$ cat config.mk
export PLATFORM = sky130hd
export DESIGN_NAME = halfduplex_od_repeater
export DESIGN_NICKNAME = d
export VERILOG_FILES = /design/src/rtl/odr_pkg.sv /design/src/rtl/odr_sync.sv /design/src/rtl/odr_dir_fsm.sv /design/src/rtl/halfduplex_od_repeater.sv
export SDC_FILE = /design/constraint.sdc
export NUM_CORES = 1
export LEC_CHECK = 0
export BUFFER_PORTS_ARGS = -buffer_cell sky130_fd_sc_hd__buf_2
export CORE_AREA = 5 5 42 44
export CTS_CLUSTER_SIZE = 24
export DETAILED_ROUTE_END_ITERATION = 8
export DIE_AREA = 0 0 47 49
export GPL_ROUTABILITY_DRIVEN = 0
export HOLD_SLACK_MARGIN = 0.1
export PLACE_DENSITY_LB_ADDON = 0.08
export SETUP_SLACK_MARGIN = 0.1
export SLEW_MARGIN = 20
export SYNTH_ARGS = -nofsm -noshare
export SYNTH_HDL_FRONTEND = slang
export SYNTH_SLANG_ARGS = --single-unit
$ cat constraint.sdc
create_clock -name clk -period 1.4 [get_ports clk]
set_clock_uncertainty 0.1 [all_clocks]
set_input_delay 0 -clock clk [delete_from_list [all_inputs] [get_ports clk]]
set_output_delay 0 -clock clk [all_outputs]
set_load 0.03 [all_outputs]
$ cat src/rtl/odr_pkg.sv
package odr_pkg;

  typedef enum logic [1:0] {
    DIR_IDLE   = 2'd0,
    DIR_H2C    = 2'd1,
    DIR_C2H    = 2'd2,
    DIR_SETTLE = 2'd3
  } dir_state_e;

  // Next direction state from the gated, synchronised line levels.
  function automatic dir_state_e dir_next(dir_state_e cur, logic gate,
                                          logic host_hi, logic card_hi);
    dir_state_e nxt;
    nxt = cur;
    if (!gate) begin
      nxt = DIR_IDLE;
    end else begin
      case (cur)
        DIR_IDLE: begin
          if (!host_hi)      nxt = DIR_H2C;   // host wins a tie
          else if (!card_hi) nxt = DIR_C2H;
        end
        DIR_H2C:    if (host_hi) nxt = DIR_SETTLE;
        DIR_C2H:    if (card_hi) nxt = DIR_SETTLE;
        DIR_SETTLE: if (host_hi && card_hi) nxt = DIR_IDLE;
        default:    nxt = DIR_IDLE;
      endcase
    end
    return nxt;
  endfunction

endpackage

$ cat src/rtl/odr_sync.sv
module odr_sync #(
  parameter int STAGES = 2
) (
  input  logic clk,
  input  logic rst_n,
  input  logic d_i,
  output logic q_o
);
  localparam int LAST = STAGES - 1;

  logic [LAST:0] chain;

  generate
    if (STAGES == 1) begin : g_single
      always_ff @(posedge clk or negedge rst_n) begin
        if (!rst_n) chain <= '1;
        else        chain <= d_i;
      end
    end else begin : g_multi
      always_ff @(posedge clk or negedge rst_n) begin
        if (!rst_n) chain <= '1;
        else        chain <= {chain[LAST-1:0], d_i};
      end
    end
  endgenerate

  assign q_o = chain[LAST];
endmodule

$ cat src/rtl/odr_dir_fsm.sv
module odr_dir_fsm
  import odr_pkg::*;
(
  input  logic       clk,
  input  logic       rst_n,
  input  logic       gate_i,
  input  logic       host_hi_i,
  input  logic       card_hi_i,
  output logic       host_pull_o,
  output logic       card_pull_o,
  output dir_state_e state_o
);
  dir_state_e state_q, state_d;

  // Named events for the checks below
  logic start_h2c, start_c2h, in_settle, tie_seen;

  assign state_d   = dir_next(state_q, gate_i, host_hi_i, card_hi_i);
  assign start_h2c = (state_q == DIR_IDLE) && (state_d == DIR_H2C);
  assign start_c2h = (state_q == DIR_IDLE) && (state_d == DIR_C2H);
  assign in_settle = (state_q == DIR_SETTLE);
  assign tie_seen  = gate_i && (state_q == DIR_IDLE) && !host_hi_i && !card_hi_i;

  always_ff @(posedge clk or negedge rst_n) begin
    if (!rst_n) state_q <= DIR_IDLE;
    else        state_q <= state_d;
  end

  assign card_pull_o = gate_i && (state_q == DIR_H2C);
  assign host_pull_o = gate_i && (state_q == DIR_C2H);
  assign state_o     = state_q;

  // never both pads pulled
  p_one_side_r5: assert property (@(posedge clk) disable iff (!rst_n)
    $onehot0({host_pull_o, card_pull_o}));

  // a tie resolves toward the host as input
  p_tie_host_r4: assert property (@(posedge clk) disable iff (!rst_n)
    tie_seen |=> (state_q == DIR_H2C));

  // settle drives nothing
  p_settle_quiet_r6: assert property (@(posedge clk) disable iff (!rst_n)
    in_settle |-> (!host_pull_o && !card_pull_o));

  // a closed gate drops any held direction
  p_gate_drop_r9: assert property (@(posedge clk) disable iff (!rst_n)
    !gate_i |=> (state_q == DIR_IDLE));

  // the card pull only rises out of idle or when the gate reopens
  p_card_rise_r2: assert property (@(posedge clk) disable iff (!rst_n)
    $rose(card_pull_o) |-> ($past(state_q) == DIR_IDLE || !$past(gate_i)));

  // settle exits only to idle
  p_settle_exit_r7: assert property (@(posedge clk) disable iff (!rst_n)
    (in_settle && gate_i) |=> (state_q == DIR_SETTLE || state_q == DIR_IDLE));

  logic unused_starts;
  assign unused_starts = start_h2c ^ start_c2h;
endmodule

$ cat src/rtl/halfduplex_od_repeater.sv
module halfduplex_od_repeater #(
  parameter int SYNC_STAGES = 2
) (
  input  logic clk,
  input  logic rst_n,
  input  logic en_i,
  input  logic ready_i,
  input  logic host_pad_i,
  input  logic card_pad_i,
  output logic host_pull_o,
  output logic card_pull_o
);
  import odr_pkg::*;

  localparam int LANES = 2;

  logic [LANES-1:0] pad_raw, pad_hi;
  dir_state_e       state;
  logic             gate;

  assign pad_raw = {card_pad_i, host_pad_i};
  assign gate    = en_i && ready_i;

  generate
    for (genvar i = 0; i < LANES; i++) begin : g_sync
      odr_sync #(.STAGES(SYNC_STAGES)) u_sync (
        .clk   (clk),
        .rst_n (rst_n),
        .d_i   (pad_raw[i]),
        .q_o   (pad_hi[i])
      );
    end
  endgenerate

  odr_dir_fsm u_fsm (
    .clk         (clk),
    .rst_n       (rst_n),
    .gate_i      (gate),
    .host_hi_i   (pad_hi[0]),
    .card_hi_i   (pad_hi[1]),
    .host_pull_o (host_pull_o),
    .card_pull_o (card_pull_o),
    .state_o     (state)
  );

  // pulls released right after reset
  p_reset_quiet_r1: assert property (@(posedge clk) disable iff (!rst_n)
    $rose(rst_n) |-> (!host_pull_o && !card_pull_o));

  // supply not ready means nothing is passed
  p_not_ready_r10: assert property (@(posedge clk) disable iff (!rst_n)
    !ready_i |=> (state == DIR_IDLE));
endmodule

==> flow_summary.json, run 1 <==
{
  "synth_area_sq_um": 323,
  "cap_violations": 0,
  "period_share_pct": 97.0,
  "rsz0062_at_grt": "yes",
  "instances_no_fill": 60,
  "area_growth_pct": 68.2,
  "vias": 263,
  "synth-seq-cells": 6,
  "ys_types": 14,
  "irDropWorstVdd_mv": 0.444,
  "ioPinCount": 8,
  "grt_pass1_vias": 275,
  "synth_area_leaders": "dfstp_2 33%, dfrtp_1 16%, ha_1 16%",
  "hold_slack_ps": 175,
  "stdcell_area_sq_um": 543,
  "seq_area_frac_synth_pct": 48.1,
  "yosys.area.top_type": "dfstp_2",
  "place_ws_ps": 11.7,
  "place_area_sq_um": 394,
  "p_per_area_nw_per_um2": 857,
  "hold_viol": 0,
  "detail-route-antenna-nets": 0,
  "crit_type": "flop to flop",
  "drc_errors": 0,
  "top_layer": "met3",
  "drt-initial-drc-count": 3,
  "power.leakage_nw": 0.220,
  "n_fill_cell": 143,
  "syn_nets": 37,
  "yosysTopAreaCellShare_pct": 32.6,
  "grt_pass1_wl_um": 1230,
  "crit_path_max_incr_delay_ps": 460,
  "setup.worst_path.end_class": "flop",
  "fin_crit_ps": 1360,
  "rrSetupSlack_ps": 40,
  "cp.arrival_ps": 1390,
  "hp-class": "input port to asynchronous set/reset pin",
  "firstDrtPassIters": 4,
  "finalSetupViolations": 0,
  "yosys_warnings": 0,
  "avgSynthCellArea_sq_um": 12.0,
  "final_common_cell": "dlygate4sd3_1",
  "met3WireLength_um": 33,
  "tightest_slew_ps": 171,
  "worst_slack_ps": 42.4,
  "die_w_um": 47,
  "multi_input_area_sq_um": 219,
  "wl_met1_um": 315,
  "overflow": 0,
  "tritoncts": "done",
  "synth_cells": 27,
  "start_util_pct": 23.0,
  "cts_buffer_depth": 2,
  "post-cts-setup-buffer-count": 0,
  "die_y_um": 49,
  "cp-start-kind": "flop",
  "viasPerCell": 4.38,
  "cp_num_buf_inv": 1,
  "wl_met2_um": 350,
  "max_slew_margin_pct": 88.6,
  "regArea_sq_um": 158,
  "cpLargestDelayFamily": "flip-flops",
  "cts-buffers-inserted": 3,
  "clk_latency_ps": 250,
  "cts-root-buf": "clkbuf_4",
  "grt_antenna_before_repair": 0,
  "io_buffers": 7,
  "numClockSinks": 6,
  "n_antenna_cell": 0,
  "max_freq_ghz": 0.737,
  "cts_htree_levels": 1,
  "die_area_sq_um": 2300,
  "placed_cells": 50,
  "crit_path_top_delay_cell": "dfrtp_2",
  "final_cell_mix": "6 x dlygate4sd3_1, 5 x buf_2, 4 x dfstp_2",
  "status": "finished clean",
  "drive_above_1_share_pct": 61.4,
  "clk_pin_slew_ps": 50,
  "drt_wl_total_um": 699,
  "final_util_pct": 38.8,
  "crit_fanout": 4,
  "core-area_sq_um": 1400,
  "dpl.hpwl_um": 494,
  "grt_usage_pct": 7.59,
  "rows": 14,
  "grt_max_degree": 7,
  "wl_per_cell_um": 11.7,
  "slew_violations": 0,
  "crit_chain": "inv_4 > ha_4 > mux2_4 > nand3_2 > mux2i_1",
  "fin_nets": 55,
  "required_ps": 1430
}
==> stage by stage <==
stage / TNS (ps) / power [mW]
floorplan: 0 / 0.244
global placement: 0 / 0.267
detailed placement: 0 / 0.269
CTS: 0 / 0.473
global route: -19.8 / 0.498
finish: 0 / 0.465
==> cell usage after synthesis <==
| cell | n |
|---|---|
| mux2_2 | 1 |
| o2111ai_1 | 1 |
| inv_1 | 2 |
| nand4_2 | 1 |
| nand3b_1 | 1 |
| ha_1 | 4 |
| and3_1 | 2 |
| nand3_1 | 4 |
| mux2i_1 | 2 |
| nand2_1 | 1 |
| nand2b_1 | 1 |
| dfrtp_1 | 2 |
| o21bai_1 | 1 |
| dfstp_2 | 4 |
==> worst reg2reg max path, stage by stage (launching register included) <==
cell and delay (ps):
dfrtp_2 460, inv_4 100, ha_4 200, mux2_4 270
nand3_2 60, mux2i_1 60
==> power by group <==
part           switching, mW  total, mW  internal (mW)
clock network         0.0644      0.172          0.108
registers             0.0123      0.201          0.189
logic                 0.0399     0.0916         0.0518
==> repair_timing <==
item | 4_1_cts | 5_1_grt
resized for setup | 14 | 3
endpoints found under the setup margin | 4 | 4
hold buffers | 4 | 2
pin swaps | 2 | 3
endpoints found under the hold margin | 10 | 2
==> worst paths after layout <==
path,end,start,cells after the start
worst max-delay path,u_fsm.state_o[1],u_fsm.state_o[1],5
max in group asynchronous,u_fsm.state_o[1],rst_n,3
worst max register to register,u_fsm.state_o[1],u_fsm.state_o[1],5
min in group clk,g_sync[0].u_sync.chain[1],g_sync[0].u_sync.chain[0],0
worst min register to register,g_sync[0].u_sync.chain[1],g_sync[0].u_sync.chain[0],0
worst min-delay path,g_sync[1].u_sync.chain[0],rst_n,2
==> kinds of logic (layout without fill, tap and decap cells) <==
kind of cell             Yosys count  count (layout)  synth area share (%)
AND/OR/NAND/NOR                   10              10                  19.4
flip-flops                         6               6                  48.1
adder cells (fa/ha/maj)            4               4                  15.5
multiplexers                       3               3                  9.69
AO/OA/AOI/OAI                      2               2                  5.04
buffers and inverters              2              19                  2.33
==> final cells by class <==
class | count | share of cell area [%]
Sequential cell | 6 | 29.0
Clock buffer | 4 | 4.84
Multi-Input combinational cell | 19 | 40.3
Tap cell | 16 | 3.69
Inverter | 2 | 2.30
Timing Repair Buffer | 13 | 19.8
==> per-layer routing <==
metal | vias to the layer above | global-route usage, %
li1 | 131 | -
met2 | 6 | 10.2
met4 | 0 | 6.91
met1 | 126 | 9.89
met3 | 0 | 1.11
met5 | - | 0
==> flip-flops by register name, indices dropped and copies added, names as in the netlist <==
register             count
g_sync.u_sync.chain      4
u_fsm.state_o            2
(Power assumes the default switching activity.)
==> run 2, diff against run 1 <==
--- a/config.mk
+++ b/config.mk
@@ -6,10 +6,11 @@
 export NUM_CORES = 1
 export LEC_CHECK = 0
 export BUFFER_PORTS_ARGS = -buffer_cell sky130_fd_sc_hd__buf_2
-export CORE_AREA = 5 5 42 44
+export CAP_MARGIN = 0
+export CORE_AREA = 3 3 40 42
 export CTS_CLUSTER_SIZE = 24
 export DETAILED_ROUTE_END_ITERATION = 8
-export DIE_AREA = 0 0 47 49
+export DIE_AREA = 0 0 43 45
 export GPL_ROUTABILITY_DRIVEN = 0
 export HOLD_SLACK_MARGIN = 0.1
 export PLACE_DENSITY_LB_ADDON = 0.08
==> run 2 against run 1 <==
Maximum frequency decreased by 0.80%. Register-to-register slack is essentially flat. Sequential share of layout area fell by 0.46 points. Global-route usage fell by 0.46 points. Die area shrank 16%. Total power up 0.34%. Clock power barely moved. Combinational power about the same. Cell area grew 1.6%. Core utilization up 4.2 points. Critical path type unchanged. Largest power group unchanged.
==> flow_summary.json, run 2 (synthesis results as in run 1) <==
{
  "r2r_end": "u_fsm.state_o[1]",
  "multi_input_area_sq_um": 229,
  "cp-start-kind": "flop",
  "final_util_pct": 42.9,
  "clk_pin_slew_ps": 50,
  "cts-buffers-inserted": 3,
  "placed_cells": 49,
  "hold_viol": 0,
  "period_share_pct": 97.8,
  "finalSetupViolations": 0,
  "power.leakage_nw": 0.220,
  "numClockSinks": 6,
  "die_w_um": 43,
  "worst_slack_ps": 31.4,
  "tightest_slew_ps": 185,
  "fin_crit_ps": 1370,
  "drive_above_1_share_pct": 61.4,
  "overflow": 0,
  "max_freq_ghz": 0.731,
  "tritoncts": "done",
  "vias": 274,
  "firstDrtPassIters": 2,
  "status": "finished clean",
  "grt_pass1_wl_um": 938,
  "stdcell_area_sq_um": 552,
  "hp-class": "input port to asynchronous set/reset pin",
  "die_y_um": 45,
  "cp.arrival_ps": 1400,
  "rrSetupSlack_ps": 30,
  "crit_path_max_incr_delay_ps": 470,
  "grt_pass1_vias": 214,
  "grt_max_degree": 7,
  "final_cell_mix": "6 x dlygate4sd3_1, 5 x buf_2, 4 x ha_4, 4 x dfstp_2",
  "fin_nets": 55,
  "cts_buffer_depth": 2,
  "regArea_sq_um": 158,
  "cts-root-buf": "clkbuf_4",
  "io_buffers": 7,
  "drt_wl_total_um": 660,
  "grt_antenna_before_repair": 0,
  "place_ws_ps": -13.6,
  "clk_latency_ps": 250,
  "busiest_layer": "met2",
  "reg2regPathDepth": 5,
  "crit_fanout": 4,
  "crit_path_top_delay_cell": "dfrtp_2",
  "detail-route-antenna-nets": 0,
  "crit_type": "flop to flop",
  "viasPerCell": 4.64,
  "max_slew_margin_pct": 87.7,
  "cap_violations": 0,
  "irDropWorstVdd_mv": 0.449,
  "top_register": "g_sync.u_sync.chain",
  "n_fill_cell": 124,
  "grt_usage_pct": 7.12,
  "grt_use_met1_pct": 8.60,
  "largest_reg_flops": 4,
  "core-area_sq_um": 1280,
  "drt-initial-drc-count": 3,
  "met2_usage_pct": 9.58,
  "r2r-start": "u_fsm.state_o[0]",
  "slew_violations": 0,
  "grt_use_met3_pct": 2.39,
  "place_area_sq_um": 393,
  "drc_errors": 0,
  "final_common_cell": "dlygate4sd3_1",
  "crit_chain": "inv_4 > ha_4 > mux2_4 > nand3_2 > mux2i_1",
  "power_mw": 0.467,
  "rsz0062_at_grt": "yes",
  "p_per_area_nw_per_um2": 846,
  "setup.worst_path.end_class": "flop",
  "area_growth_pct": 70.9,
  "required_ps": 1430,
  "dpl.hpwl_um": 456,
  "ioPinCount": 8,
  "rows": 13,
  "wl_per_cell_um": 11.2,
  "instances_no_fill": 59,
  "start_util_pct": 25.1,
  "n_antenna_cell": 0,
  "cts_htree_levels": 1,
  "die_area_sq_um": 1940
}
[run 2: changes by cell type in the layout (fill, tap and decap cells not counted)]
cell,change
ha_2,-1
ha_4,+1
[run 2: power by group]
group / internal [mW] / total, mW / switching [mW]
registers: 0.189 / 0.203 / 0.0141
logic: 0.0521 / 0.0917 / 0.0396
clock network: 0.108 / 0.172 / 0.0642
[run 2: how the worst max path moves through the flow]
stage	slack [ps]	to	depth (start not counted)	from
finish	30	u_fsm.state_o[1]	5	u_fsm.state_o[0]
global route	-20	u_fsm.state_o[1]	5	u_fsm.state_o[0]
CTS	20	card_pull_o	4	u_fsm.state_o[1]
detailed placement	-10	u_fsm.state_o[0]	5	u_fsm.state_o[0]
global placement	40	u_fsm.state_o[0]	5	u_fsm.state_o[0]
floorplan	100	u_fsm.state_o[1]	5	u_fsm.state_o[0]
[run 2: final cells by class]
class | instances | area share (%)
clock buffer | 4 | 4.76
timing repair buffer | 13 | 19.5
inverter | 2 | 2.27
tap | 15 | 3.40
multi-input combinational | 19 | 41.5
sequential | 6 | 28.6
[run 2: metrics by stage]
step	hold slack, ps	TNS, ps
floorplan	-396	0
CTS	162	0
global route	172	-66.7
global placement	-278	0
detailed placement	-269	-17.1
finish	172	0
[run 2: layer usage]
layer / wire length (um) / up-vias / share of wire [%]
li1: - / 131 / -
met1: 243 / 129 / 37
met2: 353 / 10 / 53
met3: 31 / 4 / 4.7
met4: 32 / 0 / 4.8
met5: 0 / - / 0
[run 2: timing repair]
action | in CTS | in global routing
resized for setup | 7 | 11
gates cloned | 0 | 0
pin swaps | 0 | 5
hold buffers | 6 | 0
setup buffers | 0 | 0
endpoints found under the setup margin | 4 | 4
hold endpoints to repair | 10 | 0
[run 2: worst max-delay path, delay by kind of cell, from the launching register on]
| kind | cells | cell delay [ps] |
|---|---|---|
| DFF | 1 | 470 |
| muxes | 2 | 330 |
| adders and majority gates | 1 | 200 |
| buffers and inverters | 1 | 100 |
| and+or+nand+nor | 1 | 50 |
